===== src/rtl/dp2sp_pkg.sv =====
package dp2sp_pkg;
   localparam int D_EXP_W   = 11;
   localparam int D_FRAC_W  = 52;
   localparam int S_EXP_W   = 8;
   localparam int S_FRAC_W  = 23;
   localparam int D_WORD_W  = 1 + D_EXP_W + D_FRAC_W;
   localparam int S_WORD_W  = 1 + S_EXP_W + S_FRAC_W;

   function automatic int bias_of(input int ew);
      return (2 ** (ew - 1)) - 1;
   endfunction
endpackage


===== src/rtl/dp2sp_unpack.sv =====
module dp2sp_unpack #(
   parameter int EXP_W  = 11,
   parameter int FRAC_W = 52,
   localparam int TOP   = EXP_W + FRAC_W
) (
   input  logic [TOP:0]      op_i,
   output logic              sign_o,
   output logic [EXP_W-1:0]  exp_o,
   output logic [FRAC_W:0]   frac_o
);
   logic [EXP_W-1:0]  raw_exp;
   logic [FRAC_W-1:0] raw_frac;

   assign raw_exp  = op_i[TOP-1:FRAC_W];
   assign raw_frac = op_i[FRAC_W-1:0];
   assign sign_o   = op_i[TOP];

   always_comb begin
      if (raw_exp == '0 && raw_frac != '0) begin
         // subnormal source: smallest exponent, no hidden one
         exp_o  = EXP_W'(1);
         frac_o = {1'b0, raw_frac};
      end else begin
         exp_o  = raw_exp;
         frac_o = {1'b1, raw_frac};
      end
   end
endmodule


===== src/rtl/dp2sp_tiny.sv =====
module dp2sp_tiny #(
   parameter int EXP_W     = 11,
   parameter int FRAC_W    = 52,
   parameter int TINY_LIM  = 897,
   parameter int SHIFT_CAP = 63
) (
   input  logic [EXP_W-1:0] exp_i,
   input  logic [FRAC_W:0]  frac_i,
   output logic [EXP_W-1:0] exp_o,
   output logic [FRAC_W:0]  frac_o
);
   localparam logic [EXP_W-1:0] LIM_V  = EXP_W'(TINY_LIM);
   localparam logic [EXP_W-1:0] FLOOR  = EXP_W'(TINY_LIM - 1);
   localparam logic [EXP_W-1:0] CAP_V  = EXP_W'(SHIFT_CAP);

   logic [EXP_W-1:0] shamt;

   always_comb begin
      shamt  = '0;
      exp_o  = exp_i;
      frac_o = frac_i;
      if (exp_i < LIM_V && frac_i != '0) begin
         shamt  = LIM_V - exp_i;
         frac_o = (shamt > CAP_V) ? '0 : (frac_i >> shamt);
         exp_o  = FLOOR;
      end
   end
endmodule


===== src/rtl/dp2sp_pack.sv =====
module dp2sp_pack #(
   parameter int EXP_W    = 11,
   parameter int FRAC_W   = 52,
   parameter int S_EXP_W  = 8,
   parameter int S_FRAC_W = 23,
   parameter int OUT_W    = 64,
   localparam int SP_W    = 1 + S_EXP_W + S_FRAC_W,
   localparam int COPIES  = OUT_W / SP_W,
   localparam int DROP_W  = FRAC_W - S_FRAC_W
) (
   input  logic              sign_i,
   input  logic [EXP_W-1:0]  exp_i,
   input  logic [FRAC_W:0]   frac_i,
   output logic [OUT_W-1:0]  word_o
);
   logic [SP_W-1:0] sp;
   logic            unused_bits;

   assign sp = {sign_i, exp_i[EXP_W-1], exp_i[S_EXP_W-2:0],
                frac_i[FRAC_W-1 -: S_FRAC_W]};
   // truncated fraction and middle exponent bits are intentionally dropped
   assign unused_bits = ^{frac_i[FRAC_W], frac_i[DROP_W-1:0],
                          exp_i[EXP_W-2:S_EXP_W-1]};

   if (OUT_W % SP_W != 0) begin : g_bad_width
      $error("OUT_W must be a multiple of the single word width");
   end

   for (genvar k = 0; k < COPIES; k++) begin : g_copy
      assign word_o[k*SP_W +: SP_W] = sp;
   end
endmodule


===== src/rtl/dp2sp_ns_conv.sv =====
module dp2sp_ns_conv
   import dp2sp_pkg::*;
#(
   parameter int  EXP_W     = D_EXP_W,
   parameter int  FRAC_W    = D_FRAC_W,
   parameter int  SEXP_W    = S_EXP_W,
   parameter int  SFRAC_W   = S_FRAC_W,
   parameter int  OUT_W     = 64,
   parameter int  SHIFT_CAP = 63,
   parameter bit  OUT_REG   = 1'b1,
   localparam int IN_W      = 1 + EXP_W + FRAC_W,
   localparam int TINY_LIM  = bias_of(EXP_W) - bias_of(SEXP_W) + 1
) (
   input  logic             clk,
   input  logic             rst,
   input  logic             in_valid,
   input  logic [IN_W-1:0]  in_data,
   output logic             out_valid,
   output logic [OUT_W-1:0] out_data
);
   if (SEXP_W >= EXP_W || SFRAC_W >= FRAC_W) begin : g_bad_fmt
      $error("single format must be narrower than the source format");
   end

   logic              w_sign;
   logic [EXP_W-1:0]  w_exp, t_exp;
   logic [FRAC_W:0]   w_frac, t_frac;
   logic [OUT_W-1:0]  conv;

   dp2sp_unpack #(.EXP_W(EXP_W), .FRAC_W(FRAC_W)) u_unpack (
      .op_i(in_data), .sign_o(w_sign), .exp_o(w_exp), .frac_o(w_frac));

   dp2sp_tiny #(.EXP_W(EXP_W), .FRAC_W(FRAC_W), .TINY_LIM(TINY_LIM),
                .SHIFT_CAP(SHIFT_CAP)) u_tiny (
      .exp_i(w_exp), .frac_i(w_frac), .exp_o(t_exp), .frac_o(t_frac));

   dp2sp_pack #(.EXP_W(EXP_W), .FRAC_W(FRAC_W), .S_EXP_W(SEXP_W),
                .S_FRAC_W(SFRAC_W), .OUT_W(OUT_W)) u_pack (
      .sign_i(w_sign), .exp_i(t_exp), .frac_i(t_frac), .word_o(conv));

   if (OUT_REG) begin : g_reg
      always_ff @(posedge clk) begin
         if (rst) begin
            out_valid <= 1'b0;
            out_data  <= '0;
         end else begin
            out_valid <= in_valid;
            if (in_valid) out_data <= conv;
         end
      end

      assert_valid_rise_R9: assert property (@(posedge clk) disable iff (rst)
         in_valid |=> out_valid);
      assert_valid_fall_R9: assert property (@(posedge clk) disable iff (rst)
         !in_valid |=> !out_valid);
      assert_hold_R9: assert property (@(posedge clk) disable iff (rst)
         !in_valid |=> $stable(out_data));
      assert_sign_R1: assert property (@(posedge clk) disable iff (rst)
         in_valid |=> out_data[31] == $past(in_data[IN_W-1]));
      assert_nan_kind_R3: assert property (@(posedge clk) disable iff (rst)
         (in_valid && in_data[IN_W-2:FRAC_W] == '1)
         |=> (out_data[30:23] == 8'hFF && out_data[22] == $past(in_data[FRAC_W-1])));
      assert_zero_R6: assert property (@(posedge clk) disable iff (rst)
         (in_valid && in_data[IN_W-2:0] == '0) |=> out_data[30:0] == '0);
      assert_words_R8: assert property (@(posedge clk) disable iff (rst)
         out_valid |-> out_data[OUT_W-1 -: 32] == out_data[31:0]);
   end else begin : g_comb
      logic unused_clk;
      assign unused_clk = clk ^ rst;
      assign out_valid  = in_valid;
      assign out_data   = conv;
   end
endmodule


===== config.mk =====
export PLATFORM = sky130hd
export DESIGN_NAME = dp2sp_ns_conv
export DESIGN_NICKNAME = d
export VERILOG_FILES = /design/src/rtl/dp2sp_pkg.sv /design/src/rtl/dp2sp_unpack.sv /design/src/rtl/dp2sp_tiny.sv /design/src/rtl/dp2sp_pack.sv /design/src/rtl/dp2sp_ns_conv.sv
export SDC_FILE = /design/constraint.sdc
export NUM_CORES = 1
export LEC_CHECK = 0
export BUFFER_PORTS_ARGS = -buffer_cell sky130_fd_sc_hd__buf_2
export CAP_MARGIN = 25
export CORE_MARGIN = 8
export CORE_UTILIZATION = 45
export CTS_BUF_LIST = sky130_fd_sc_hd__clkbuf_8
export DETAILED_ROUTE_END_ITERATION = 8
export GPL_ROUTABILITY_DRIVEN = 1
export PLACE_DENSITY_LB_ADDON = 0.08
export SLEW_MARGIN = 20
export SYNTH_ARGS = -nofsm -noshare
export SYNTH_HDL_FRONTEND = slang
export SYNTH_SLANG_ARGS = --single-unit

===== constraint.sdc =====
create_clock -name clk -period 3.1 [get_ports clk]
set_input_delay 0.465 -clock clk [delete_from_list [all_inputs] [get_ports clk]]
set_output_delay 0.465 -clock clk [all_outputs]
set_load 0.02 [all_outputs]

==> results of run 1 <==
sequential cells by signal (all words and copies together) (netlist names):
signal	count
out_data	32
out_valid	1
cell families after synthesis:
family                     after synthesis
DFF                                     33
AOI/OAI and AO/OA                      105
adders and majority gates                1
buffers and inverters                   69
muxes                                   43
xor gates and xnor gates                 4
and+or+nand+nor                        152
how the worst max path moves through the flow:
stage,startpoint,to,slack [ns],cells after the start
after floorplan,in_data[53],out_data[37],0.003,12
after global placement,in_data[29],out_data[38],-0.07,10
after detailed placement,in_data[29],out_data[38],-0.01,10
after CTS,in_data[29],out_data[38],0.28,10
after global routing,in_data[54],out_data[34],0.08,11
final,in_data[29],out_data[38],0.16,10
final cells by class:
| cell class | instances | area share (%) |
|---|---|---|
| Clock buffer | 5 | 1.602 |
| Timing Repair Buffer | 181 | 24.87 |
| Multi-Input combinational cell | 305 | 54.43 |
| Inverter | 6 | 0.5242 |
| Tap cell | 99 | 2.883 |
| Sequential cell | 33 | 15.38 |
| Clock inverter | 3 | 0.3203 |
cells in the final DEF, fill, tap and decap left out, types with 3 or more instances in the layout:
cell type,n
a211oi_1,9
a21oi_1,19
a221oi_1,3
a22oi_1,6
a2bb2oi_1,5
a311oi_1,4
a31o_2,3
a31oi_1,15
buf_12,3
buf_2,131
buf_4,47
clkbuf_8,5
dfxtp_1,33
inv_1,7
mux2_2,10
mux2i_1,17
mux4_1,3
mux4_2,13
nand2_1,24
nand2b_1,14
nand3_1,20
nand4_1,5
nor2_1,34
nor2_2,4
nor2b_1,7
nor3_1,9
nor3b_1,3
nor4_1,19
o21ai_0,7
o21bai_1,3
o22ai_1,3
or2_2,3
per-stage QoR:
| stage | setup slack, ns | instances |
|---|---|---|
| 4_1_cts | 0.2791 | 632 |
| 2_1_floorplan | 0.002942 | 407 |
| 3_5_place_dp | -0.01170 | 624 |
| 5_1_grt | 0.07905 | 632 |
| 6_report | 0.1637 | 632 |
| 3_3_place_gp | -0.07025 | 624 |
power by group through the flow:
stage / Clock [µW] / Sequential [µW] / Combinational [µW]
floorplan: 0 / 501 / 330
global placement: 0 / 471 / 573
detailed placement: 0 / 472 / 572
CTS: 331 / 463 / 574
global route: 350 / 466 / 613
finish: 332 / 463 / 582
routing by layer:
layer	up-vias	part of all wire, %	global-route usage [%]
met4	0	1.8	8.454
met2	277	46	42.43
met3	26	11	4.794
li1	1779	-	-
met5	-	0	0
met1	1916	42	35.79
worst min-delay path, cell delays in order:
cell and delay (ns):
buf_2 0.07, mux2i_1 0.06, nor2_1 0.08
==> results by group, run 1 <==
Power
  – Sequential share of power: about a third
  – Switching power total: about 540 µW
  – Internal: between 800 and 900 µW
  – Pwr dens: around 320 nW/µm²
  – Leakage power: ~0.0019 µW
  – Worst VDD drop: 0.0001491 V
  – Switching Fraction: 39.30%
  – Comb power frac: a little over two fifths
  – Clock power share: approximately a quarter
  – Pwr Total: approximately 1400 µW

CTS
  – Clock Path Buffers: 2
  – Number of setup buffers added after CTS: 0
  – TritonCTS clock tree: yes
  – Post-CTS Hold Buffers: 0
  – CTS H-tree depth: 2
  – CTS clk-pin slew, worst paths: ~0.070 ns
  – Clk Latency, worst-skew pair: roughly 0.29 ns
  – Total CTS buffers: 5
  – Clk sinks: 33
  – Post-CTS Resized: 0
  – Root Driver: clkbuf_8

Critical path
  – Crit path cell chain: buf_2 > nor4_1 > nand4_1 > nor2_1 > a21oi_4 > buf_12 > mux2i_1 > mux4_2 > a221oi_1 > o2bb2ai_1
  – FF-to-FF setup slack: between 1.5 and 2 ns
  – CP Class: in -> reg
  – Worst Reg2Reg Path Length in Cells: 5
  – Startpoint types: input port
  – Worst Path Buf+Inv: 2
  – Crit Path Max Fanout: 16
  – FF-to-FF Start: out_data[33]
  – Reg-to-reg endpoint: out_data[33]
  – CP arrival: 3.16 ns
  – CP max stage cell: nor4_1
  – CP Capture Type: flip-flop
  – Worst path required time: between 3 and 4 ns
  – Largest stage delay on the critical path: about 0.60 ns
  – CP delay by family, top: simple AND/OR/NAND/NOR gates

STA
  – Skew final: 0 ns
  – Fin crit period: 2.936 ns
  – WHS: between 0.4 and 0.5 ns
  – RSZ-0062 raised after global routing: no
  – Count of final setup violators: 0
  – Final TNS setup: 0 ns
  – Fmax: 0.3406 GHz
  – Worst slew margin: a little under three fifths
  – Final Max Slew Viols: 0
  – Slew @ Worst Pin: approximately 0.65 ns
  – Hold Fails Final Rpt: 0
  – Fin crit share: 94.72%

Routing
  – First-pass DRT Iterations: 5
  – Routed wire per std cell: 22.51 µm
  – Avg Vias per Cell: roughly 6.3
  – DRT antenna net count: 0
  – Via Count: ~4000
  – DRT iter0 DRCs: approximately 440
  – Residual DRC: 0
  – Final wirelength: 14230 µm

Logic synthesis
  – Ys async rst share: 0%
  – Synth warnings: 0
  – Area leader, netlist: dfxtp_1
  – Synth Area in Compound Gates: about a quarter
  – Share of the synthesized area in the top cell type: between 15 and 20%
  – Syn nets: 475
  – Post-synthesis simple-gate area fraction: 24.13%
  – Post-synthesis mux area share: 19.21%
  – Most used DFF post-synth: dfxtp_1
  – Avg Inst Size Synth: approximately 8.4 µm²
  – Top cells by area, synth: dfxtp_1 19%, mux4_2 8.6%, buf_4 7.3%
  – Seq/Total Area, Yosys: between 15 and 20%
  – Post-synthesis xor/xnor area fraction: approximately 1.0%
  – Post-Synthesis Cell Area: 3407 µm²
  – Yosys reg bits: 33
  – Adder-cell share of the synthesized area: less than 1%
  – Most frequent cells after synthesis: 35 x nor2_1, 33 x buf_4, 33 x dfxtp_1
  – EDFF count, synth: 0
  – Largest family of logic cells by synthesized area: simple AND/OR/NAND/NOR gates
  – Library cells used by synthesis: 67
  – Cells after synthesis: slightly above 400
  – Dominant cell by count in the synthesized netlist: nor2_1

Layout
  – ANT cells: 0
  – Sequential Area: 660.6 µm²
  – Cell area after layout: ~4300 µm²
  – Fraction of layout cells with a size suffix above 1: ~44%
  – Nets: 600
  – # fillers: 714
  – P&R area growth vs syn: 26.11%
  – Multi-input gate area: 2338 µm²
  – Fin util: a little under 60%

Global routing
  – First-pass GRT wire length: between 20000 and 25000 µm
  – Largest net degree at the start of global routing: between 60 and 70
  – Initial antenna violation count: 0
  – Vias in the first global route: about 4000
  – GRT Total Usage: ~27%
  – Global route total overflow: 0

Placement
  – IO buf count: 131
  – DPL Wire Length: ~11000 µm
  – Placement Cell Area: around 4200 µm²
  – GP Congestion: between 0.9 and 1

Min path
  – Worst hold endpoint: out_data[31]
  – Hold Path Depth: 3
  – Min-Delay Path Class: in -> reg
  – Hold Path Origin: in_data[63]

Floorplan
  – Rows: 31
  – Num ports: between 100 and 150
  – Starting Density: roughly 47%
  – Die H: around 100 µm
  – Chip width: approximately 100 µm
  – Die area: 10610 µm²
  – Core region area: ~7300 µm²

Run
  – Number of max-cap violations: 0

Run status
  – Status: complete, no violations
Power figures use the tool's default switching activity.
==> run 2, diff against run 1 <==
SYNTH_HIERARCHICAL = 1   (was not set)
clock period = 3.7 ns   (was 3.1 ns; I/O delays follow)
==> run 2 against run 1 <==
  * Setup slack improved by 0.024 ns
  * Synthesized area up 59%
  * Cell area increased by 37%
  * Synthesized cell count up 54%
  * Clock-buffer cell count increased by 5
  * Clock skew did not move
  * Die area up 49%
  * Clock power rose by 120%
  * Combinational power about the same
  * Global-route usage shrank 7.7 points
  * Routed wire length grew 5.9%
  * Largest power group is now sequential cells
==> results by group, run 2 <==
Routing
  – DRT iter0 DRCs: 256 (-42%)
  – Via Count: 4392 (+9.9%)
  – Avg Vias per Cell: 5.483 (-13%)
  – Final wirelength: 15070 µm (+5.9%)
  – Routed wire per std cell: 18.82 µm (-16%)
  – First-pass DRT Iterations: 5 (unchanged)
  – Residual DRC: 0 (unchanged)
  – DRT antenna net count: 0 (unchanged)

Layout
  – Sequential Area: 1301 µm² (+97%)
  – Most frequent cells in the layout: 130 x buf_2, 94 x mux2i_1, 75 x nor2_1, 75 x buf_4, 65 x dfxtp_1
  – Most common cell after layout, fill and taps aside: buf_2
  – Max reg flops: 64 (+100%)
  – P&R area growth vs syn: 8.366%
  – Largest regs: out_data: 64 flops, out_valid: 1 flops
  – ANT cells: 0 (unchanged)
  – # fillers: 1182 (+66%)
  – Multi-input gate area: 2854 µm² (+22%)
  – Nets: 717 (+20%)
  – Reg with most FFs: out_data
  – Fraction of layout cells with a size suffix above 1: 40.37% (-3.3 points)

Logic synthesis
  – Synth warnings: 6 (+6)
  – Syn nets: 693 (+46%)
  – Post-Synthesis Cell Area: 5429 µm² (+59%)
  – Avg Inst Size Synth: 8.686 µm² (+3.8%)
  – Cells after synthesis: 625 (+54%)

Power
  – Comb power frac: 28.0% (-14 points)
  – Pwr dens: 352.3 nW/µm² (+10%)
  – Worst VDD drop: 0.0001677 V (+13%)
  – Clock power share: 35.9% (+12 points)
  – Leakage power: 0.002819 µW (+49%)
  – Switching Fraction: 29.46% (-9.8 points)
  – Sequential share of power: 36.1% (+2.5 points)
  – Switching power total: 610.6 µW (+13%)
  – Pwr Total: 2072 µW (+51%)
  – Internal: 1462 µW (+75%)

Min path
  – Worst hold endpoint: out_data[31]
  – Hold Path Origin: in_data[63]
  – Hold Path Depth: 3 (unchanged)
  – Min-Delay Path Class: in -> reg

Critical path
  – Reg-to-reg endpoint: out_data[63]
  – CP Capture Type: flip-flop
  – CP delay by family, top: simple AND/OR/NAND/NOR gates
  – Startpoint types: input port
  – FF-to-FF setup slack: 3.07 ns (+1.27 ns)
  – Worst path required time: 3.99 ns (+0.67 ns)
  – Crit path cell chain: buf_2 > nor4_1 > nand4_1 > or4_1 > a21o_1 > buf_4 > mux2_2 > mux2i_1 > a2111oi_1 > buf_4 > a32oi_1 > o21ai_1 > mux2i_1 > nor2_1
  – Worst Path Buf+Inv: 3 (+1)
  – Crit Path Max Fanout: 7 (-9)
  – Largest stage delay on the critical path: 0.55 ns (-0.05 ns)
  – Worst Reg2Reg Path Length in Cells: 2 (-3)
  – CP Class: in -> reg
  – CP arrival: 3.80 ns (+0.64 ns)
  – CP max stage cell: or4_1
  – FF-to-FF Start: out_data[63]

STA
  – Fmax: between 0.2 and 0.3 GHz
  – Skew final: 0 ns (unchanged)
  – Fin crit share: 94.92%
  – Slew @ Worst Pin: 0.5264 ns (-0.1283 ns)
  – Worst slew margin: 64.82% (+8.9 points)
  – Fin crit period: ~3.5 ns
  – Count of final setup violators: 0 (unchanged)
  – Final Max Slew Viols: 0 (unchanged)
  – RSZ-0062 raised after global routing: no
  – Hold Fails Final Rpt: 0 (unchanged)
  – Setup ws final: 0.1878 ns (+0.02410 ns)

Run
  – Number of max-cap violations: 0 (unchanged)

Placement
  – GP Congestion: 0.9178 (-6.9%)
  – IO buf count: 131 (unchanged)
  – DPL Wire Length: 11910 µm (+5.9%)
  – Worst slack at placement: -0.3898 ns (-0.3781 ns)

Run status
  – Status: complete, no violations

Floorplan
  – Die area: 15830 µm² (+49%)
  – Starting Density: 45.58% (-1.1 points)
  – Die H: 125.8 µm (+22%)
  – Chip width: 125.8 µm (+22%)
  – Num ports: 132 (unchanged)
  – Rows: 40 (+29%)
  – Core region area: 11910 µm² (+63%)

Global routing
  – Largest net degree at the start of global routing: 66 (+6.5%)
  – GRT Total Usage: 19.06% (-7.7 points)
  – Global route total overflow: 0 (unchanged)
  – GR Util met1: 25.13% (-11 points)
  – Initial antenna violation count: 0 (unchanged)
  – Routing usage on met3: 3.586% (-1.2 points)
  – GR peak layer: met2
  – First-pass GRT wire length: 24440 µm (+12%)
  – Grt met2 use: 30.96% (-11 points)
  – Vias in the first global route: 4564 (+15%)

CTS
  – TritonCTS clock tree: yes
  – Clk Latency, worst-skew pair: 0.35 ns (+0.06 ns)
  – Total CTS buffers: 9 (+4)
  – CTS clk-pin slew, worst paths: 0.08 ns (about the same)
  – CTS H-tree depth: 3 (+1)
  – Number of setup buffers added after CTS: 0 (unchanged)
  – Clk sinks: 65 (+97%)
  – Clock Path Buffers: 2 (unchanged)
  – Root Driver: clkbuf_8
  – Post-CTS Hold Buffers: 0 (unchanged)
[run 2: cell count changes in the layout (fill, tap and decap cells not counted), sizes merged, moves of 11 or more]
cell / delta
nor2: +38
a31oi: -15
nand2b: -11
a21oi: -15
buf: +27
nand3: -19
dfxtp: +32
mux2i: +77
[run 2: area by class of cell]
type                            count  share of cell area [%]
Timing Repair Buffer              208                   21.78
Sequential cell                    65                   22.12
Clock inverter                      6                   1.808
Tap cell                          147                   3.126
Clock buffer                       10                   2.339
Multi-Input combinational cell    360                   48.51
Inverter                            5                  0.3190
[run 2: metrics by stage]
| stage | cell area [µm²] | instances | hold WS (ns) | setup TNS [ns] | util (%) |
|---|---|---|---|---|---|
| after floorplan | 5443 | 625 | 0.5833 | 0 | - |
| after global placement | 5584 | 783 | 0.4683 | -3.986 | 46.88 |
| after detailed placement | 5604 | 784 | 0.4745 | -6.680 | 47.05 |
| after CTS | 5849 | 800 | 0.4650 | 0 | 49.11 |
| after global routing | 5883 | 801 | 0.4953 | 0 | 49.39 |
| final | 5883 | 801 | 0.4665 | 0 | 49.39 |
[run 2: power groups by stage]
| stage | clock (µW) | sequential, µW | combinational, µW |
|---|---|---|---|
| after floorplan | 0 | 805 | 438 |
| after global placement | 0 | 764 | 570 |
| after detailed placement | 0 | 765 | 576 |
| after CTS | 762 | 749 | 578 |
| after global routing | 787 | 752 | 630 |
| final | 744 | 749 | 580 |
[run 2: worst register-to-register path, delay by kind of cell, from the launching register on]
kind             cells  cell delay [ns]
and+or+nand+nor      1             0.06
muxes                1             0.14
DFF                  1             0.32
[run 2: how the worst max path moves through the flow]
| stage | start | to | slack, ns | depth (start not counted) |
|---|---|---|---|---|
| after floorplan | in_data[53] | out_data[39] | 0.001 | 17 |
| after global placement | in_data[31] | out_data[4] | -0.34 | 14 |
| after detailed placement | in_data[7] | out_data[4] | -0.39 | 14 |
| after CTS | in_data[7] | out_data[36] | 0.08 | 14 |
| after global routing | in_data[31] | out_data[45] | 0.03 | 13 |
| final | in_data[7] | out_data[36] | 0.19 | 14 |
[run 2: repair_timing]
item,in CTS,in global routing
pin swaps,0,0
resized for setup,1,5
setup endpoints to repair,2,16
[run 2: per-layer routing]
metal  part of all wire, %  vias to the layer above
met1                    46                     2121
met2                    46                      156
li1                      -                     2100
met3                   5.9                       15
met5                     0                        -
met4                   1.5                        0
==> run 3, diff against run 2 <==
ABC_AREA = 1   (was not set)
==> run 3 against run 2 <==
  * Via count rose by 28%
  * Clock-buffer cell count did not move
  * Highest routed layer unchanged
  * Sequential share of layout area rose by 0.27 points
  * Non-clock buffer count down 60
  * Critical endpoint is now out_data[47]
  * Cell area shrank 1.2%
  * Critical path type unchanged
==> results by group, run 3 <==
Run status
  – Status: complete, no violations

Floorplan
  – Die area: 17130 µm² (+8.2%)
  – Starting Density: 45.40% (-0.18 points)
  – Rows: 42 (+5.0%)
  – Num ports: 132 (unchanged)
  – Core region area: 13090 µm² (+9.9%)
  – Die H: 130.9 µm (+4.0%)
  – Chip width: 130.9 µm (+4.0%)

STA
  – Hold Fails Final Rpt: 0 (unchanged)
  – RSZ-0062 raised after global routing: no
  – Setup ws final: 0.9352 ns (+0.7474 ns)
  – Final Max Slew Viols: 0 (unchanged)
  – Slew @ Worst Pin: 0.8075 ns (+0.2812 ns)
  – Skew final: 0 ns (unchanged)
  – Fin crit period: 2.765 ns (-0.7474 ns)
  – Worst slew margin: 46.16% (-19 points)
  – Fin crit share: 74.72% (-20 points)
  – Count of final setup violators: 0 (unchanged)
  – Final TNS setup: 0 ns (unchanged)
  – Fmax: 0.3617 GHz (+27%)

Logic synthesis
  – Cells after synthesis: 1027 (+64%)
  – Synth warnings: 6 (unchanged)
  – Avg Inst Size Synth: 5.785 µm² (-33%)
  – Syn nets: 1096 (+58%)
  – Post-Synthesis Cell Area: 5941 µm² (+9.4%)

CTS
  – Number of setup buffers added after CTS: 0 (unchanged)
  – CTS clk-pin slew, worst paths: 0.07 ns (about the same)
  – Post-CTS Hold Buffers: 0 (unchanged)
  – Clk Latency, worst-skew pair: 0.34 ns (about the same)
  – Total CTS buffers: 9 (unchanged)
  – Root Driver: clkbuf_8
  – Post-CTS Resized: 0 (-1)
  – CTS H-tree depth: 3 (unchanged)
  – Clk sinks: 65 (unchanged)
  – TritonCTS clock tree: yes
  – Clock Path Buffers: 2 (unchanged)

Critical path
  – CP arrival: 3.05 ns (-0.75 ns)
  – FF-to-FF Start: out_data[40]
  – Worst Reg2Reg Path Length in Cells: 2 (unchanged)
  – CP Capture Type: flip-flop
  – Reg-to-reg endpoint: out_data[40]
  – CP delay by family, top: simple AND/OR/NAND/NOR gates
  – FF-to-FF setup slack: 3.09 ns (+0.02 ns)
  – Crit Path Max Fanout: 37 (+30)
  – Largest stage delay on the critical path: 0.31 ns (-0.24 ns)
  – CP max stage cell: o31ai_1
  – Crit path top cell by count: nand2_1
  – CP Class: in -> reg
  – Crit path cell chain: buf_2 > inv_1 > ha_1 > nand2_1 > o21ai_1 > inv_1 > nor2_4 > buf_12 > nand2_2 > clkinv_2 > nand3_1 > nor2_1 > nand2_1 > nand2_1 > nand2_1 > o31ai_1 > inv_1 > nand2_1 > nand2_1 > nor2_1
  – Worst Path Buf+Inv: 6 (+3)
  – Worst path required time: 3.99 ns (about the same)
  – Startpoint types: input port

Placement
  – Placement Cell Area: 5603 µm² (about the same)
  – GP Congestion: 0.9270 (+1.0%)
  – DPL Wire Length: 12420 µm (+4.3%)
  – Worst slack at placement: 0.5845 ns (+0.9744 ns)
  – IO buf count: 131 (unchanged)

Layout
  – P&R area growth vs syn: -2.148%
  – Cell area after layout: 5813 µm² (-1.2%)
  – Max reg flops: 64 (unchanged)
  – Most frequent cells in the layout: 234 x nand2_1, 184 x nor2_1, 134 x nand3_1
  – Fraction of layout cells with a size suffix above 1: 18.33% (-22 points)
  – Reg with most FFs: out_data
  – Most common cell after layout, fill and taps aside: nand2_1
  – Largest regs: out_data: 64 flops, out_valid: 1 flops
  – ANT cells: 0 (unchanged)
  – # fillers: 1530 (+29%)
  – Nets: 1036 (+44%)

Global routing
  – First-pass GRT wire length: 26370 µm (+7.9%)
  – Vias in the first global route: 5364 (+18%)
  – Largest net degree at the start of global routing: 89 (+35%)
  – Global route total overflow: 0 (unchanged)
  – Initial antenna violation count: 0 (unchanged)
  – GRT Total Usage: 19.50% (+0.45 points)

Routing
  – Avg Vias per Cell: 4.915 (-10%)
  – Residual DRC: 0 (unchanged)
  – First-pass DRT Iterations: 6 (+1)
  – DRT iter0 DRCs: 438 (+71%)
  – Via Count: 5637 (+28%)
  – Routed wire per std cell: 14.11 µm (-25%)
  – DRT antenna net count: 0 (unchanged)
  – Final wirelength: 16180 µm (+7.4%)

Min path
  – Worst hold endpoint: out_valid
  – Min-Delay Path Class: in -> reg
  – Hold Path Origin: rst
  – Hold Path Depth: 2 (-1)

Power
  – Leakage power: 0.003062 µW (+8.6%)
  – Worst VDD drop: 0.0002605 V (+55%)
  – Pwr dens: 344.4 nW/µm² (-2.2%)

Run
  – Number of max-cap violations: 0 (unchanged)
==> run 3: area by class of cell <==
type	instances	area (µm²)	share of cell area (%)
tap	176	220.2	3.788
sequential	65	1301	22.38
clock buffer	10	137.6	2.368
timing repair buffer	148	835.8	14.38
clock inverter	5	72.57	1.248
inverter	91	342.8	5.898
multi-input combinational	652	2903	49.94
==> run 3: per-stage QoR <==
step | hold slack [ns] | util (%) | power, µW | cells
6_report | 0.3805 | 44.43 | 2002 | 1147
5_1_grt | 0.3545 | 44.43 | 2146 | 1147
4_1_cts | 0.3622 | 44.43 | 2033 | 1147
3_5_place_dp | 0.4612 | 42.82 | 1368 | 1132
3_3_place_gp | 0.4532 | 42.67 | 1370 | 1131
2_1_floorplan | 0.5437 | - | 1305 | 1027
==> run 3: how the worst max path moves through the flow <==
stage	endpoint	start	cells past startpoint	slack [ns]
2_1_floorplan	out_data[13]	in_data[53]	23	0.61
3_3_place_gp	out_data[15]	in_data[54]	20	0.51
3_5_place_dp	out_data[15]	in_data[54]	20	0.58
4_1_cts	out_data[15]	in_data[54]	20	0.95
5_1_grt	out_data[13]	in_data[54]	21	0.54
6_report	out_data[47]	in_data[54]	20	0.94
==> run 3: layer usage <==
metal	GRT usage (%)	vias to the layer above	wire [µm]
li1	-	2962	-
met1	23.53	2442	6972
met2	32.13	192	7583
met3	5.073	41	1062
met4	8.373	0	564
met5	0	-	0
==> run 3: power by group <==
group	total, µW	switching, µW	leakage [µW]	internal (µW)
Sequential	770	23.4	0.000539	747
Clock	651	263	0.000115	388
Combinational	581	389	0.00241	192
Total	2000	675	0.00306	1330
